$ cat src/rtl/sframe_pkg.sv
package sframe_pkg;

  typedef enum logic [1:0] {
    SEQ_IDLE,
    SEQ_HDR,
    SEQ_MSG,
    SEQ_TRM
  } seq_state_e;

  localparam logic [6:0] CH_CR   = 7'h0D;
  localparam logic [6:0] CH_LF   = 7'h0A;
  localparam logic [6:0] CH_HT   = 7'h09;
  localparam logic [6:0] CH_XON  = 7'h11;
  localparam logic [6:0] CH_XOFF = 7'h13;

  // parity bit for a 7-bit character under the strap mode
  function automatic logic calc_parity(input logic [1:0] sel, input logic [6:0] d);
    logic p;
    case (sel)
      2'b11:   p = 1'b0;
      2'b10:   p = 1'b1;
      2'b01:   p = ~(^d);
      default: p = ^d;
    endcase
    return p;
  endfunction

endpackage

$ cat src/rtl/sframe_cfg_store.sv
module sframe_cfg_store #(
  parameter int MAX_STR = 10,
  parameter int AW      = 5,
  localparam int LW     = $clog2(MAX_STR + 1)
) (
  input  logic          clk,
  input  logic          rst_n,
  input  logic          we,
  input  logic [AW-1:0] addr,
  input  logic [6:0]    wdata,
  input  logic [LW-1:0] hdr_idx,
  output logic [6:0]    hdr_char,
  output logic [LW-1:0] hdr_len,
  input  logic [LW-1:0] trm_idx,
  output logic [6:0]    trm_char,
  output logic [LW-1:0] trm_len,
  output logic          pace_en
);

  localparam int TRM_BASE  = 2 ** (AW - 1);
  localparam int HLEN_ADDR = MAX_STR;
  localparam int TLEN_ADDR = TRM_BASE + MAX_STR;
  localparam int PACE_ADDR = 2 ** AW - 1;

  logic [6:0]    hdr_q [MAX_STR];
  logic [6:0]    trm_q [MAX_STR];
  logic [LW-1:0] hlen_q, tlen_q, len_wr;
  logic          pace_q;

  always_comb begin
    if (int'(wdata) > MAX_STR) len_wr = LW'(MAX_STR);
    else                       len_wr = wdata[LW-1:0];
  end

  for (genvar g = 0; g < MAX_STR; g++) begin : g_slot
    logic hdr_en, trm_en;
    assign hdr_en = we && (addr == AW'(g));
    assign trm_en = we && (addr == AW'(TRM_BASE + g));

    always_ff @(posedge clk or negedge rst_n) begin
      if (!rst_n)      hdr_q[g] <= '0;
      else if (hdr_en) hdr_q[g] <= wdata;
    end

    always_ff @(posedge clk or negedge rst_n) begin
      if (!rst_n)      trm_q[g] <= '0;
      else if (trm_en) trm_q[g] <= wdata;
    end
  end

  always_ff @(posedge clk or negedge rst_n) begin
    if (!rst_n) begin
      hlen_q <= '0;
      tlen_q <= '0;
      pace_q <= 1'b0;
    end else if (we) begin
      if (addr == AW'(HLEN_ADDR)) hlen_q <= len_wr;
      if (addr == AW'(TLEN_ADDR)) tlen_q <= len_wr;
      if (addr == AW'(PACE_ADDR)) pace_q <= wdata[0];
    end
  end

  assign hdr_char = (int'(hdr_idx) < MAX_STR) ? hdr_q[hdr_idx] : 7'h00;
  assign trm_char = (int'(trm_idx) < MAX_STR) ? trm_q[trm_idx] : 7'h00;
  assign hdr_len  = hlen_q;
  assign trm_len  = tlen_q;
  assign pace_en  = pace_q;


  hdr_len_bound_chk: assert property (@(posedge clk) disable iff (!rst_n)
    int'(hdr_len) <= MAX_STR);


  trm_len_bound_chk: assert property (@(posedge clk) disable iff (!rst_n)
    int'(trm_len) <= MAX_STR);

endmodule

$ cat src/rtl/sframe_pace.sv
module sframe_pace
  import sframe_pkg::*;
(
  input  logic       clk,
  input  logic       rst_n,
  input  logic       pace_en,
  input  logic       rx_valid,
  input  logic [6:0] rx_char,
  output logic       hold
);

  logic hold_q, hold_d;

  always_comb begin
    hold_d = hold_q;
    if (!pace_en)                            hold_d = 1'b0;
    else if (rx_valid && rx_char == CH_XOFF) hold_d = 1'b1;
    else if (rx_valid && rx_char == CH_XON)  hold_d = 1'b0;
  end

  always_ff @(posedge clk or negedge rst_n) begin
    if (!rst_n) hold_q <= 1'b0;
    else        hold_q <= hold_d;
  end

  assign hold = hold_q && pace_en;


  xoff_sets_hold_chk: assert property (@(posedge clk) disable iff (!rst_n)
    (pace_en && rx_valid && rx_char == CH_XOFF) |=> (hold || !pace_en));


  xon_clears_hold_chk: assert property (@(posedge clk) disable iff (!rst_n)
    (rx_valid && rx_char == CH_XON) |=> !hold);

endmodule

$ cat src/rtl/sframe_tx_core.sv
module sframe_tx_core
  import sframe_pkg::*;
#(
  parameter int CLK_HZ = 12_000_000
) (
  input  logic       clk,
  input  logic       rst_n,
  input  logic       start,
  input  logic [6:0] char_in,
  input  logic [1:0] baud_sel,
  input  logic [1:0] par_sel,
  input  logic       stop2,
  output logic       busy,
  output logic       txd
);

  localparam int D300  = CLK_HZ / 300;
  localparam int D1200 = CLK_HZ / 1200;
  localparam int D2400 = CLK_HZ / 2400;
  localparam int D9600 = CLK_HZ / 9600;
  localparam int DIV_W = $clog2(D300 + 1);
  localparam int FR_W  = 11;

  logic [DIV_W-1:0] div_m1, divl_q, divl_d, cnt_q, cnt_d;
  logic [FR_W-1:0]  frame_q, frame_d;
  logic [3:0]       bit_q, bit_d, last_q, last_d;
  logic             busy_q, busy_d, txd_q, txd_d;

  always_comb begin
    case (baud_sel)
      2'b11:   div_m1 = DIV_W'(D300 - 1);
      2'b10:   div_m1 = DIV_W'(D1200 - 1);
      2'b01:   div_m1 = DIV_W'(D2400 - 1);
      default: div_m1 = DIV_W'(D9600 - 1);
    endcase
  end

  always_comb begin
    frame_d = frame_q;
    divl_d  = divl_q;
    cnt_d   = cnt_q;
    bit_d   = bit_q;
    last_d  = last_q;
    busy_d  = busy_q;
    txd_d   = txd_q;
    if (start && !busy_q) begin
      frame_d = {2'b11, calc_parity(par_sel, char_in), char_in, 1'b0};
      divl_d  = div_m1;
      cnt_d   = div_m1;
      bit_d   = 4'd0;
      last_d  = stop2 ? 4'd10 : 4'd9;
      busy_d  = 1'b1;
      txd_d   = 1'b0;
    end else if (busy_q) begin
      if (cnt_q == '0) begin
        if (bit_q == last_q) begin
          busy_d = 1'b0;
          txd_d  = 1'b1;
        end else begin
          bit_d   = bit_q + 4'd1;
          frame_d = {1'b1, frame_q[FR_W-1:1]};
          txd_d   = frame_q[1];
          cnt_d   = divl_q;
        end
      end else begin
        cnt_d = cnt_q - 1'b1;
      end
    end
  end

  always_ff @(posedge clk or negedge rst_n) begin
    if (!rst_n) begin
      frame_q <= '1;
      divl_q  <= '0;
      cnt_q   <= '0;
      bit_q   <= '0;
      last_q  <= 4'd9;
      busy_q  <= 1'b0;
      txd_q   <= 1'b1;
    end else begin
      frame_q <= frame_d;
      divl_q  <= divl_d;
      cnt_q   <= cnt_d;
      bit_q   <= bit_d;
      last_q  <= last_d;
      busy_q  <= busy_d;
      txd_q   <= txd_d;
    end
  end

  assign busy = busy_q;
  assign txd  = txd_q;


  idle_high_chk: assert property (@(posedge clk) disable iff (!rst_n)
    !busy_q |-> txd_q);


  bit_hold_chk: assert property (@(posedge clk) disable iff (!rst_n)
    (busy_q && cnt_q != '0) |=> $stable(txd_q));


  bit_range_chk: assert property (@(posedge clk) disable iff (!rst_n)
    busy_q |-> (bit_q <= last_q));


  start_when_idle_chk: assert property (@(posedge clk) disable iff (!rst_n)
    start |-> !busy_q);

endmodule

$ cat src/rtl/serial_msg_framer.sv
module serial_msg_framer
  import sframe_pkg::*;
#(
  parameter int CLK_HZ  = 12_000_000,
  parameter int MAX_STR = 10,
  parameter int CFG_AW  = 5
) (
  input  logic              clk,
  input  logic              rst_n,
  input  logic              msg_valid,
  input  logic [6:0]        msg_data,
  input  logic              msg_last,
  output logic              msg_ready,
  input  logic              cfg_we,
  input  logic [CFG_AW-1:0] cfg_addr,
  input  logic [6:0]        cfg_data,
  input  logic [1:0]        strap_baud,
  input  logic [1:0]        strap_parity,
  input  logic              strap_stop2,
  input  logic [1:0]        strap_term,
  input  logic              rx_valid,
  input  logic [6:0]        rx_char,
  output logic              txd
);

  localparam int LW = $clog2(MAX_STR + 1);

  logic [1:0] rst_sync_q;
  logic       core_rst_n;

  always_ff @(posedge clk or negedge rst_n) begin
    if (!rst_n) rst_sync_q <= 2'b00;
    else        rst_sync_q <= {rst_sync_q[0], 1'b1};
  end
  assign core_rst_n = rst_sync_q[1];

  seq_state_e    state_q, state_d;
  logic [LW-1:0] idx_q, idx_d;
  logic [LW-1:0] hdr_len, usr_trm_len, term_len;
  logic [6:0]    hdr_char, usr_trm_char, term_char, cur_char;
  logic          pace_en, hold, tx_busy, tx_start, can_go;

  sframe_cfg_store #(.MAX_STR(MAX_STR), .AW(CFG_AW)) u_store (
    .clk      (clk),
    .rst_n    (core_rst_n),
    .we       (cfg_we),
    .addr     (cfg_addr),
    .wdata    (cfg_data),
    .hdr_idx  (idx_q),
    .hdr_char (hdr_char),
    .hdr_len  (hdr_len),
    .trm_idx  (idx_q),
    .trm_char (usr_trm_char),
    .trm_len  (usr_trm_len),
    .pace_en  (pace_en)
  );

  sframe_pace u_pace (
    .clk      (clk),
    .rst_n    (core_rst_n),
    .pace_en  (pace_en),
    .rx_valid (rx_valid),
    .rx_char  (rx_char),
    .hold     (hold)
  );

  sframe_tx_core #(.CLK_HZ(CLK_HZ)) u_tx (
    .clk      (clk),
    .rst_n    (core_rst_n),
    .start    (tx_start),
    .char_in  (cur_char),
    .baud_sel (strap_baud),
    .par_sel  (strap_parity),
    .stop2    (strap_stop2),
    .busy     (tx_busy),
    .txd      (txd)
  );

  // terminator source: user string wins over the strap
  always_comb begin
    if (usr_trm_len != '0) begin
      term_len  = usr_trm_len;
      term_char = usr_trm_char;
    end else begin
      case (strap_term)
        2'b11: begin
          term_len  = LW'(1);
          term_char = CH_CR;
        end
        2'b10: begin
          term_len  = LW'(2);
          term_char = (idx_q == '0) ? CH_CR : CH_LF;
        end
        2'b01: begin
          term_len  = LW'(1);
          term_char = CH_HT;
        end
        default: begin
          term_len  = '0;
          term_char = CH_CR;
        end
      endcase
    end
  end

  always_comb begin
    case (state_q)
      SEQ_HDR: cur_char = hdr_char;
      SEQ_TRM: cur_char = term_char;
      default: cur_char = msg_data;
    endcase
  end

  assign can_go    = !tx_busy && !hold;
  assign msg_ready = can_go && (state_q == SEQ_MSG);
  assign tx_start  = can_go && ((state_q == SEQ_HDR) || (state_q == SEQ_TRM) ||
                                ((state_q == SEQ_MSG) && msg_valid));

  always_comb begin
    state_d = state_q;
    idx_d   = idx_q;
    case (state_q)
      SEQ_IDLE: begin
        if (msg_valid) begin
          state_d = (hdr_len != '0) ? SEQ_HDR : SEQ_MSG;
          idx_d   = '0;
        end
      end
      SEQ_HDR: begin
        if (tx_start) begin
          if (idx_q == hdr_len - 1'b1) begin
            state_d = SEQ_MSG;
            idx_d   = '0;
          end else begin
            idx_d = idx_q + 1'b1;
          end
        end
      end
      SEQ_MSG: begin
        if (tx_start && msg_last) begin
          state_d = (term_len != '0) ? SEQ_TRM : SEQ_IDLE;
          idx_d   = '0;
        end
      end
      default: begin
        if (tx_start) begin
          if (idx_q == term_len - 1'b1) begin
            state_d = SEQ_IDLE;
            idx_d   = '0;
          end else begin
            idx_d = idx_q + 1'b1;
          end
        end
      end
    endcase
  end

  always_ff @(posedge clk or negedge core_rst_n) begin
    if (!core_rst_n) begin
      state_q <= SEQ_IDLE;
      idx_q   <= '0;
    end else begin
      state_q <= state_d;
      idx_q   <= idx_d;
    end
  end


  no_start_on_hold_chk: assert property (@(posedge clk) disable iff (!core_rst_n)
    hold |-> !tx_start);


  ready_in_msg_chk: assert property (@(posedge clk) disable iff (!core_rst_n)
    msg_ready |-> (state_q == SEQ_MSG));


  hdr_index_chk: assert property (@(posedge clk) disable iff (!core_rst_n)
    (state_q == SEQ_HDR) |-> (idx_q < hdr_len));


  trm_index_chk: assert property (@(posedge clk) disable iff (!core_rst_n)
    (state_q == SEQ_TRM) |-> (idx_q < term_len));

endmodule

$ cat config.mk
export PLATFORM = sky130hd
export DESIGN_NAME = serial_msg_framer
export DESIGN_NICKNAME = d
export VERILOG_FILES = /design/src/rtl/sframe_pkg.sv /design/src/rtl/sframe_cfg_store.sv /design/src/rtl/sframe_pace.sv /design/src/rtl/sframe_tx_core.sv /design/src/rtl/serial_msg_framer.sv
export SDC_FILE = /design/constraint.sdc
export NUM_CORES = 1
export LEC_CHECK = 0
export BUFFER_PORTS_ARGS = -buffer_cell sky130_fd_sc_hd__buf_2
export CAP_MARGIN = 0
export CORE_UTILIZATION = 40
export DETAILED_ROUTE_END_ITERATION = 10
export GPL_TIMING_DRIVEN = 0
export MAX_ROUTING_LAYER = met4
export RECOVER_POWER = 25
export SYNTH_ARGS = -nofsm -noshare
export SYNTH_HDL_FRONTEND = slang
export SYNTH_SLANG_ARGS = --single-unit
$ cat constraint.sdc
create_clock -name clk -period 6 [get_ports clk]
set_clock_uncertainty 0.1 [all_clocks]
set_input_delay 1.2 -clock clk [delete_from_list [all_inputs] [get_ports clk]]
set_output_delay 1.2 -clock clk [all_outputs]
set_load 0.005 [all_outputs]
Word level (Yosys, flattened, before mapping)

Cells that the tools add are included.

Logic and storage cells: 201
Register bits after elaboration: 211
Output and inout port bits: 2
Input port bits: 39

Eq/ne operators: 46
Reduce and logical (&&, ||, !) cells: 54
$lt $le $gt $ge: 3
Bitwise operators: 2
Muxes and demuxes: 57
$add $sub $neg: 5

Operator list:

| cell                                               | number |
|---|---|
| 2-to-1 mux 16 bit                                  | 4 |
| == test 5 bit, second input constant               | 12 |
| binary-select mux 7 bit (select 4 bit)             | 2 |
| 2-to-1 mux 7 bit                                   | 7 |
| 2-to-1 mux 4 bit                                   | 12 |
| case mux 16 bit (3 select lines)                   | 1 |
| 2-to-1 mux 11 bit                                  | 4 |
| logical AND 1 bit                                  | 29 |
| == test 5 x 3 -> 1 bit, second input constant      | 4 |
| 2-to-1 mux 2 bit                                   | 9 |
| == test 2 bit, second input constant               | 8 |
| zero test 16 bit                                   | 1 |
| nonzero test 4 bit                                 | 4 |
| subtractor 16 x 1 -> 16 bit, second input constant | 1 |
| == test 5 x 4 -> 1 bit, second input constant      | 3 |
| == test 7 x 5 -> 1 bit, second input constant      | 2 |
| case mux 7 bit (2 select lines)                    | 1 |
| == test 4 bit                                      | 3 |
| case mux 4 bit (3 select lines)                    | 1 |
| 2-to-1 mux 1 bit                                   | 11 |
| == test 5 x 2 -> 1 bit, second input constant      | 2 |
| AND reduction 2 bit                                | 5 |
| adder 4 x 1 -> 4 bit, second input constant        | 2 |
| == test 2 x 1 -> 1 bit, second input constant      | 4 |
| 28 further kinds                                   | 35 |

Longest topological paths before layout

Gate-level depths: netlist of run 1.

Depth in word-level cells: 11
Depth in mapped cells: 14
Gate-level depth less buffers: 12

Cells and area by module

Synthesis of run 1 repeated with hierarchy kept, for this count alone.

Cell total of the unflattened synthesis: 905
Area, all modules: 10620.2 sq um

Modules (own cells, without submodules):

| module            | area an instance (sq um) | seq. area each (sq um) | cells each | instances |
|---|---|---|---|---|
| sframe_cfg_store  | 7009.2                   | 3728.6                 | 499        | 1 |
| sframe_tx_core    | 2536.2                   | 1088.5                 | 272        | 1 |
| serial_msg_framer | 1007.2                   | 200.2                  | 126        | 1 |
| sframe_pace       | 67.6                     | 25.0                   | 8          | 1 |

Worst setup path after synthesis of run 1

OpenSTA, ideal clock, no wires.

Path type: input port to flip-flop
Start: input strap_term[0]
End: register u_tx.frame_q[8]
Arrival: 3.214 ns
Buffers on the path: 0
Data required time: 5.814 ns
Setup time: 0.086 ns
Stages on the path: 11
Path slack: 2.600 ns
Cells stage by stage: inv_1 -> ha_1 -> a31o_1 -> o31a_1 -> a221oi_4 -> xor2_1 -> xnor3_1 -> xnor3_1 -> nor2_1 -> xor2_1 -> a22oi_2

Longest elaborated chain between the ends: 8
Elaborated cells on any way between the ends: 9
Classes of those cells: eq/ne (2); mux (5); bitwise (1); reduce/logical (1)

Ends and longest elaborated chain:

| element                                                        | line                               | source |
|---|---|---|
| start: declaration                                             | serial_msg_framer.sv:20            | `input logic [1:0] strap_term,` |
| == test 2 x 1 -> 1 bit / == test 2 bit (equally long branches) | serial_msg_framer.sv:85            | `case (strap_term)` |
| case mux 3 bit (2 select lines) (*)                            | serial_msg_framer.sv:85            |  |
| 2-to-1 mux 7 bit (*)                                           | serial_msg_framer.sv:81            | `if (usr_trm_len != '0) begin` |
| case mux 7 bit (2 select lines) (*)                            | serial_msg_framer.sv:107           | `case (state_q)` |
| parity 7 bit (*)                                               | sframe_pkg.sv:22, sframe_pkg.sv:23 |  |
| inverter 1 bit                                                 | sframe_pkg.sv:22                   | `2'b01: p = ~(^d);` |
| case mux 1 bit (3 select lines) (*)                            | sframe_pkg.sv:19                   | `case (sel)` |
| 2-to-1 mux 11 bit (*)                                          | sframe_tx_core.sv:46               | `if (start && !busy_q) begin` |
| end signal: assignment                                         | sframe_tx_core.sv:81               | `frame_q <= frame_d;` |
| end: declaration                                               | sframe_tx_core.sv:25               | `logic [FR_W-1:0] frame_q, frame_d;` |

Mark *: on every way between the ends. The rest lies on a longest branch, timed or not.
A chain may end at the register's enable or synchronous reset.

Worst setup path in the final report of run 1

Start: register idx_q[1]
End: register u_tx.frame_q[8]

Longest elaborated chain between the ends: 11
Elaborated cells on any way between the ends: 19
Classes of those cells: order compare (1); mux (14); bitwise (2); reduce/logical (2)

Ends and longest elaborated chain:

| element                                             | line                                           | source |
|---|---|---|
| start: declaration                                  | serial_msg_framer.sv:38                        | `logic [LW-1:0] idx_q, idx_d;` |
| start signal: assignment                            | serial_msg_framer.sv:164                       | `idx_q <= idx_d;` |
| inverter 4 -> 5 bit (not written as such)           | sframe_cfg_store.sv:63, sframe_cfg_store.sv:64 |  |
| binary-select mux 7 bit (select 4 bit)              | sframe_cfg_store.sv:64                         | `assign trm_char = (int'(trm_idx) < MAX_STR) ? trm_q[trm_idx] : 7'h00;` |
| 2-to-1 mux 7 bit (not written as such) (2 in a row) | sframe_cfg_store.sv:64                         |  |
| 2-to-1 mux 7 bit                                    | sframe_cfg_store.sv:64                         |  |
| 2-to-1 mux 7 bit                                    | serial_msg_framer.sv:81                        |  |
| case mux 7 bit (2 select lines) (*)                 | serial_msg_framer.sv:107                       |  |
| parity 7 bit (*)                                    | sframe_pkg.sv:22, sframe_pkg.sv:23             |  |
| inverter 1 bit                                      | sframe_pkg.sv:22                               |  |
| case mux 1 bit (3 select lines) (*)                 | sframe_pkg.sv:19                               |  |
| 2-to-1 mux 11 bit (*)                               | sframe_tx_core.sv:46                           |  |

Mark *: on every way between the ends. The rest lies on a longest branch, timed or not. The select of a mux whose other input is x is not followed.

==> metrics.md, run 1 <==
| Metric | Value |
|---|---|
| Static Leak | 0.00512 uW |
| RD Place Congestion | 0.891 |
| Number of I/O port buffers | 38 |
| Most common cell after layout, fill and taps aside | dfrtp_1 |
| VDD IR-drop max | 0.000195 V |
| CTS Buffer Depth | 3 |
| H-tree level count | 1 |
| DRT iter0 DRCs | 588 |
| Failing checks | capacitance limit, slew limit |
| Sink of the worst hold path | rst_sync_q[1]$_DFF_PN0_ |
| Post-DR vias/cell | 5.63 |
| DR vias | 7445 |
| All-Layer GR Usage | 22.4% |
| Final wirelength | 28100 microns |
| Post-route ant nets | 0 |
| Synth Warn # | 0 |
| Die Area | 26500 sq um |
| Seq cells post-synth | 201 |
| Max-slew violations | 73 |
| Synthesized instance count | 908 |
| CTS tree | done |
| Multiplexer area fraction after synthesis | 22.2% |
| Worst-skew pair later-pin latency | 530 ps |
| Reg2Reg Setup Slack | 1920 ps |
| Layout area overhead | 14.2% |
| Clk slew on worst S/H paths | 50 ps |
| Core ar. | 25300 sq um |
| Critical path peak fanout | 10 |
| Sequential share of the synthesized area | 48.8% |
| Number of synthesized flops with an enable pin | 0 |
| Syn_nets | 969 |
| FMAX | 245 MHz |
| Critical path capture point type | flop |
| Tcrit/Tclk final | 68.0% |
| First-pass GRT wire length | 43600 microns |
| Hold_buf cts | 0 |
| CTS root buffer | clkbuf_16 |
| Num CTS Buffers | 23 |
| Netlist Area Pre-Place | 10300 sq um |
| Syn Area/Cell | 11.4 sq um |
| Setup TNS Final | 0 ps |
| DRC | 0 |
| Largest family of logic cells by synthesized area | multiplexers |
| Setup Fix Bufs, Post-CTS | 0 |
| Compound-gate portion of the synthesized area | 9.83% |
| Resize count post-CTS | 0 |
| Unrepaired setup endpoints after global routing | no |
| Worst r2r path cells | 13 |
| Post-Synth Adder-Cell Area | 2.66% |
| Commonest non-fill, non-tap cells in the layout | dfrtp_1 (191), mux2_2 (151), nand2_1 (114) |
| FP Rows | 58 |
| Clock sink count | 201 |
| Chip Height | 163 microns |
| Post-layout net count | 1038 |
| HP Class | flop to flop |
| Type of origin of the critical path | flop |
| MaxCap Viol Count | 2 |
| Number of global-route vias before repair | 7374 |
| Synth Area in Simple Gates | 10.6% |
| R2r endpoint | u_tx.frame_q[8]$_DFFE_PN1P_ |
| Initial antenna violation count | 0 |
| Largest net degree at the start of global routing | 69 |
| Hold path depth | 0 |
| Layout cells sized above 1 | 28.9% |
| Crit path time final | 4080 ps |
| Library cells used by synthesis | 77 |
| Antenna diodes | 0 |
| Hold_ws | 248 ps |
| Worst Max-Slew Pin Slew | 2000 ps |
| Initial Utilization | 40.9% |
| Setup violators final | 0 |
| Wirelength per Cell | 21.3 microns |
| CP Data Required Time | 6320 ps |
| CP Class | flop to flop |
| Final-report hold violation count | 0 |
| Main synth FF type | dfrtp_1 |
| Pwr dens | 306 nW/um^2 |
| Reg2reg start | idx_q[1]$_DFFE_PN0P_ |
| Status | complete, but fails checks |
| Congestion Overflow GR | 0 |
| Worst Hold Launch | rst_sync_q[0]$_DFF_PN0_ |
| Slew HR | -33.3% |
| Post-DP HPWL | 19900 microns |
| Detailed Routing Iterations Pass 1 | 5 |
| I/O Pins | 41 |
| Die X | 163 microns |
| Synth async-reset ratio | 100% |
| Arr. time, crit path | 4400 ps |
| Synth Area in XOR/XNOR | 2.38% |
synth_stat cells, types with 2 or more instances:
library cell    n  area (sq um)
nand3b_1        3          22.5
o22ai_1         8          50.1
buf_4           4          30.0
a32oi_1         2          17.5
inv_1          17          63.8
a21o_1          4          30.0
a211oi_1        2          15.0
nor3b_1         3          22.5
o211ai_1        5          37.5
buf_2           9          45.0
or2_2           2          12.5
nand2_1       114           428
nor2_1         45           169
xor2_1          6          52.6
nand3_1        12          60.1
o31ai_1         4          30.0
clkbuf_8        6          82.6
nand4_1         2          12.5
xnor2_1        17           149
dfstp_2        10           263
mux2i_1        30           300
nor4_1          8          50.1
nand2b_1        3          18.8
xnor3_1         2          45.0
o21ai_0        49           245
dfrtp_1       191          4780
o22a_1          2          17.5
nor2b_1        10          62.6
and3_1          4          25.0
a221o_1         4          40.0
mux4_2         13           293
and2_1          4          25.0
a22oi_1         2          15.0
a31oi_1        14          87.6
a221oi_1        6          52.6
a2111oi_0       3          26.3
nand4b_1        2          17.5
nor3_1         14          70.1
a21oi_1        32           160
clkbuf_1       32           120
mux2_2        151          1700
ha_1           22           275
worst max-delay path, stage by stage, from the launching register on:
cell      delay [ps]
dfrtp_1          350
buf_2            240
buf_6            210
buf_2            350
mux2i_1          470
o21ai_0          160
a32oi_1          210
a21oi_1          100
a221oi_1         500
xnor3_1          520
xnor3_1          380
nor2_1           130
xor2_1           210
a22oi_2           70
routing by layer:
metal  part of all wire (%)  global-route usage [%]
met4                    2.5                    6.12
met1                     46                    30.5
met2                     45                    33.6
met5                      0                       -
met3                    6.9                    5.09
per-stage QoR:
stage                     area, sq um  std cells  utilization [%]  power (uW)  setup slack (ps)
after detailed placement        11100       1282             43.8        2200              1960
after global placement          10900       1276             43.3        2170              1190
after CTS                       11800       1323             46.8        3650              1960
after floorplan                 10300        908                -        2030              2600
final                           11800       1323             46.7        3610              1920
after global routing            11800       1323             46.7        3770              1780
how the worst max path moves through the flow:
| stage | start | end | cells past startpoint |
|---|---|---|---|
| after global routing | idx_q[1]$_DFFE_PN0P_ | u_tx.frame_q[8]$_DFFE_PN1P_ | 13 |
| final | idx_q[1]$_DFFE_PN0P_ | u_tx.frame_q[8]$_DFFE_PN1P_ | 13 |
| after global placement | rst_sync_q[1]$_DFF_PN0_ | u_tx.cnt_q[2]$_DFFE_PN0P_ | 0 |
| after detailed placement | idx_q[1]$_DFFE_PN0P_ | u_tx.frame_q[8]$_DFFE_PN1P_ | 13 |
| after CTS | idx_q[1]$_DFFE_PN0P_ | u_tx.frame_q[8]$_DFFE_PN1P_ | 13 |
| after floorplan | rst_sync_q[1]$_DFF_PN0_ | idx_q[0]$_DFFE_PN0P_ | 0 |
state kept, by name, summed over array words and instances, names as in the netlist, 2 cells and up:
signal / cells
u_tx.last_q: 2
u_tx.bit_q: 4
u_store.trm_len: 4
u_store.hdr_len: 4
u_tx.divl_q: 11
u_store.trm_q: 70
u_tx.frame_q: 8
state_q: 2
rst_sync_q: 2
idx_q: 4
u_tx.cnt_q: 16
u_store.hdr_q: 70
final cells by class:
type	instances	area [sq um]
buffer	53	293
clock buffer	31	636
clock inverter	10	133
fill	2375	13400
inverter	19	71.3
multi-input combinational	635	4950
sequential	201	5040
tap	330	413
timing repair buffer	44	270
where the power goes:
| group | internal, uW | leakage, uW | switching (uW) |
|---|---|---|---|
| registers | 1550 | 0.00251 | 107 |
| logic | 284 | 0.00224 | 237 |
| clock network | 872 | 0.000382 | 566 |
cell families after synthesis:
family | Yosys count
AND/OR/NAND/NOR | 237
adder cells (fa/ha/maj) | 22
buffers and inverters | 72
multiplexers | 194
XOR/XNOR | 25
flip-flops | 201
AO/OA/AOI/OAI | 156
other | 1
No activity file was read; power rests on OpenSTA's default activity.
==> inputs of run 2 (changes only) <==
==> constraint.sdc (replaced) <==
create_clock -name clk -period 3.6 [get_ports clk]
set_clock_uncertainty 0.1 [all_clocks]
set_input_delay 0.72 -clock clk [delete_from_list [all_inputs] [get_ports clk]]
set_output_delay 0.72 -clock clk [all_outputs]
set_load 0.005 [all_outputs]
==> run 2 against run 1 <==
The run still ends with capacitance limit, slew limit left. Critical endpoint unchanged. Non-clock buffer count grew 2. Clock power grew 67%. Flip-flop and latch count is the same. Utilization grew 0.27 points.
==> metrics.md, run 2 (synthesized netlist as in run 1, its figures left out) <==
| Metric | Value |
|---|---|
| Pwr dens | 508 nW/um^2 (was 306 nW/um^2) |
| All-Layer GR Usage | 22.5% (was 22.4%) |
| Reg2reg start | idx_q[1]$_DFFE_PN0P_ (unchanged) |
| Setup violators final | 0 (unchanged) |
| Wirelength per Cell | 21.3 microns (about the same) |
| Cell Area, Placed | 11100 sq um (unchanged) |
| DR vias | 7507 (was 7445) |
| Type of origin of the critical path | flop (unchanged) |
| Worst Max-Slew Pin Slew | 1600 ps (was 2000 ps) |
| Inst Count DP | 1282 (unchanged) |
| First-pass GRT wire length | 43700 microns (was 43600 microns) |
| Most common cell after layout, fill and taps aside | dfrtp_1 (unchanged) |
| Die Area | 26500 sq um (unchanged) |
| FMAX | 285 MHz (was 245 MHz) |
| Top Registers | u_store.hdr_q: 70 flops, u_store.trm_q: 70 flops, u_tx.cnt_q: 16 flops (unchanged) |
| Post-DP HPWL | 19900 microns (unchanged) |
| Antenna diodes | 0 (unchanged) |
| Highest Signal Layer | met4 (unchanged) |
| RD Place Congestion | 0.891 (unchanged) |
| Post-layout net count | 1040 (was 1038) |
| Sink of the worst hold path | rst_sync_q[1]$_DFF_PN0_ (unchanged) |
| DRT iter0 DRCs | 617 (was 588) |
| Arr. time, crit path | 3830 ps (was 4400 ps) |
| Reg2Reg Setup Slack | 100 ps (was 1920 ps) |
| Fill cell count | 2377 (was 2375) |
| CP Data Required Time | 3920 ps (was 6320 ps) |
| Crit path max-delay family | XOR/XNOR gates (unchanged) |
| CTS root buffer | clkbuf_16 (unchanged) |
| Layout cells sized above 1 | 29.7% (was 28.9%) |
| Critical path depth in cells | 14 (was 13) |
| CTS Buffer Depth | 3 (unchanged) |
| Static Leak | 0.00514 uW (was 0.00512 uW) |
| Failing checks | capacitance limit, slew limit (unchanged) |
| Setup TNS Final | 0 ps (unchanged) |
| Final-report hold violation count | 0 (unchanged) |
| Critical path peak fanout | 10 (unchanged) |
| HP Class | flop to flop (unchanged) |
| Cell Chain, Critical Path | buf_6, buf_8, buf_6, inv_1, ha_1, a31o_1, o31ai_1, o22ai_1, xor2_1, xnor3_1, xnor3_1, nor2_1, xor2_1, a22oi_2 (was buf_2, buf_6, buf_2, mux2i_1, o21ai_0, a32oi_1, a21oi_1, a221oi_1, xnor3_1, xnor3_1, nor2_1, xor2_1, a22oi_2) |
| VDD IR-drop max | 0.000320 V (was 0.000195 V) |
| Number of I/O port buffers | 38 (unchanged) |
| Worst-skew pair later-pin latency | 530 ps (about the same) |
| Post-DR vias/cell | 5.67 (was 5.63) |
| I/O Pins | 41 (unchanged) |
| FP Rows | 58 (unchanged) |
| WL met1 | 12900 microns (was 13000 microns) |
| Slowest cell on crit path | xnor3_1 (unchanged) |
| Largest net degree at the start of global routing | 69 (unchanged) |
| Routed length on met3 | 1980 microns (was 1940 microns) |
| Max-slew violations | 69 (was 73) |
| Hold path depth | 0 (unchanged) |
| Worst r2r path cells | 14 (was 13) |
| Core ar. | 25300 sq um (unchanged) |
| Tcrit/Tclk final | 97.4% (was 68.0%) |
| Status | complete, but fails checks (unchanged) |
| Congestion Overflow GR | 0 (unchanged) |
| Num CTS Buffers | 23 (unchanged) |
| Clk slew on worst S/H paths | 50 ps (about the same) |
| Initial Utilization | 40.9% (unchanged) |
| Clock sink count | 201 (unchanged) |
| Die X | 163 microns (unchanged) |
| R2r endpoint | u_tx.frame_q[8]$_DFFE_PN1P_ (unchanged) |
| Slew HR | -6.47% (was -33.3%) |
| DRC | 0 (unchanged) |
| Initial antenna violation count | 0 (unchanged) |
| Layout area overhead | 14.9% (was 14.2%) |
| CP Class | flop to flop (unchanged) |
| Fin cells | 1325 (was 1323) |
| Commonest non-fill, non-tap cells in the layout | dfrtp_1 (191), mux2_2 (151), nand2_1 (114) (unchanged) |
| Worst path max stage delay | 380 ps (was 520 ps) |
| Crit path time final | 3500 ps (was 4080 ps) |
| Chip Height | 163 microns (unchanged) |
| MaxCap Viol Count | 1 (was 2) |
| Unrepaired setup endpoints after global routing | yes (was no) |
| Worst path bufs/invs | 4 (was 3) |
| Final Cell Area | 11900 sq um (was 11800 sq um) |
| Final wirelength | 28300 microns (was 28100 microns) |
| Routed wl met2 | 12600 microns (was 12500 microns) |
| Worst Hold Launch | rst_sync_q[0]$_DFF_PN0_ (unchanged) |
| Post-route ant nets | 0 (unchanged) |
| Detailed Routing Iterations Pass 1 | 5 (unchanged) |
| CTS tree | done (unchanged) |
| Number of global-route vias before repair | 7408 (was 7374) |
| H-tree level count | 1 (unchanged) |
| Critical path capture point type | flop (unchanged) |
run 2: final cells by class:
| type | instances | area, sq um | share of cell area, % |
|---|---|---|---|
| Inverter | 19 | 71.3 | 0.601 |
| Tap cell | 330 | 413 | 3.48 |
| Sequential cell | 201 | 5040 | 42.5 |
| Timing Repair Buffer | 46 | 267 | 2.24 |
| Multi-Input combinational cell | 635 | 4990 | 42.0 |
| Clock buffer | 31 | 636 | 5.35 |
| Buffer | 53 | 322 | 2.71 |
| Clock inverter | 10 | 133 | 1.12 |
run 2: how the worst max path moves through the flow:
| stage | startpoint | to | slack (ps) |
|---|---|---|---|
| CTS | idx_q[1]$_DFFE_PN0P_ | u_tx.frame_q[8]$_DFFE_PN1P_ | 3 |
| detailed placement | idx_q[1]$_DFFE_PN0P_ | u_tx.frame_q[8]$_DFFE_PN1P_ | -440 |
| finish | idx_q[1]$_DFFE_PN0P_ | u_tx.frame_q[8]$_DFFE_PN1P_ | 100 |
| global route | idx_q[1]$_DFFE_PN0P_ | u_tx.frame_q[8]$_DFFE_PN1P_ | -70 |
| global placement | rst_sync_q[1]$_DFF_PN0_ | u_tx.cnt_q[2]$_DFFE_PN0P_ | -1210 |
| floorplan | rst_sync_q[1]$_DFF_PN0_ | idx_q[0]$_DFFE_PN0P_ | 200 |
run 2: through the flow:
step                hold slack, ps  setup slack [ps]  utilization (%)  power, uW
floorplan                      231               198                -       3390
global placement               234             -1210             43.3       3620
detailed placement             229              -443             43.8       3660
CTS                            219              3.43             47.0       6090
global route                   264             -66.8             47.0       6300
finish                         248              95.2             47.0       6040
run 2: layer usage:
metal  GRT usage, %  vias to the layer above
li1               -                     3418
met1           30.3                     3800
met2           33.8                      243
met3           4.89                       46
met4           6.75                        0
met5              -                        -
run 2: repair_timing:
item,4_1_cts,5_1_grt
buffers inserted,0,1
gates resized for setup,10,7
pin swaps,0,2
hold endpoints to repair,2,0
setup endpoints to repair,1,4
hold buffers,1,0
run 2: power breakdown:
group          leakage [uW]  switching [uW]  internal, uW
clock              0.000382             944          1450
combinational       0.00225             398           479
sequential          0.00251             181          2580
total               0.00514            1520          4510
run 2: worst register-to-register path, stage by stage, from the launching register on:
cell and delay (ps):
dfrtp_1 370, buf_6 170, buf_8 170, buf_6 190, inv_1 150, ha_1 220
a31o_1 220, o31ai_1 370, o22ai_1 220, xor2_1 220, xnor3_1 250, xnor3_1 380
nor2_1 130, xor2_1 200, a22oi_2 70
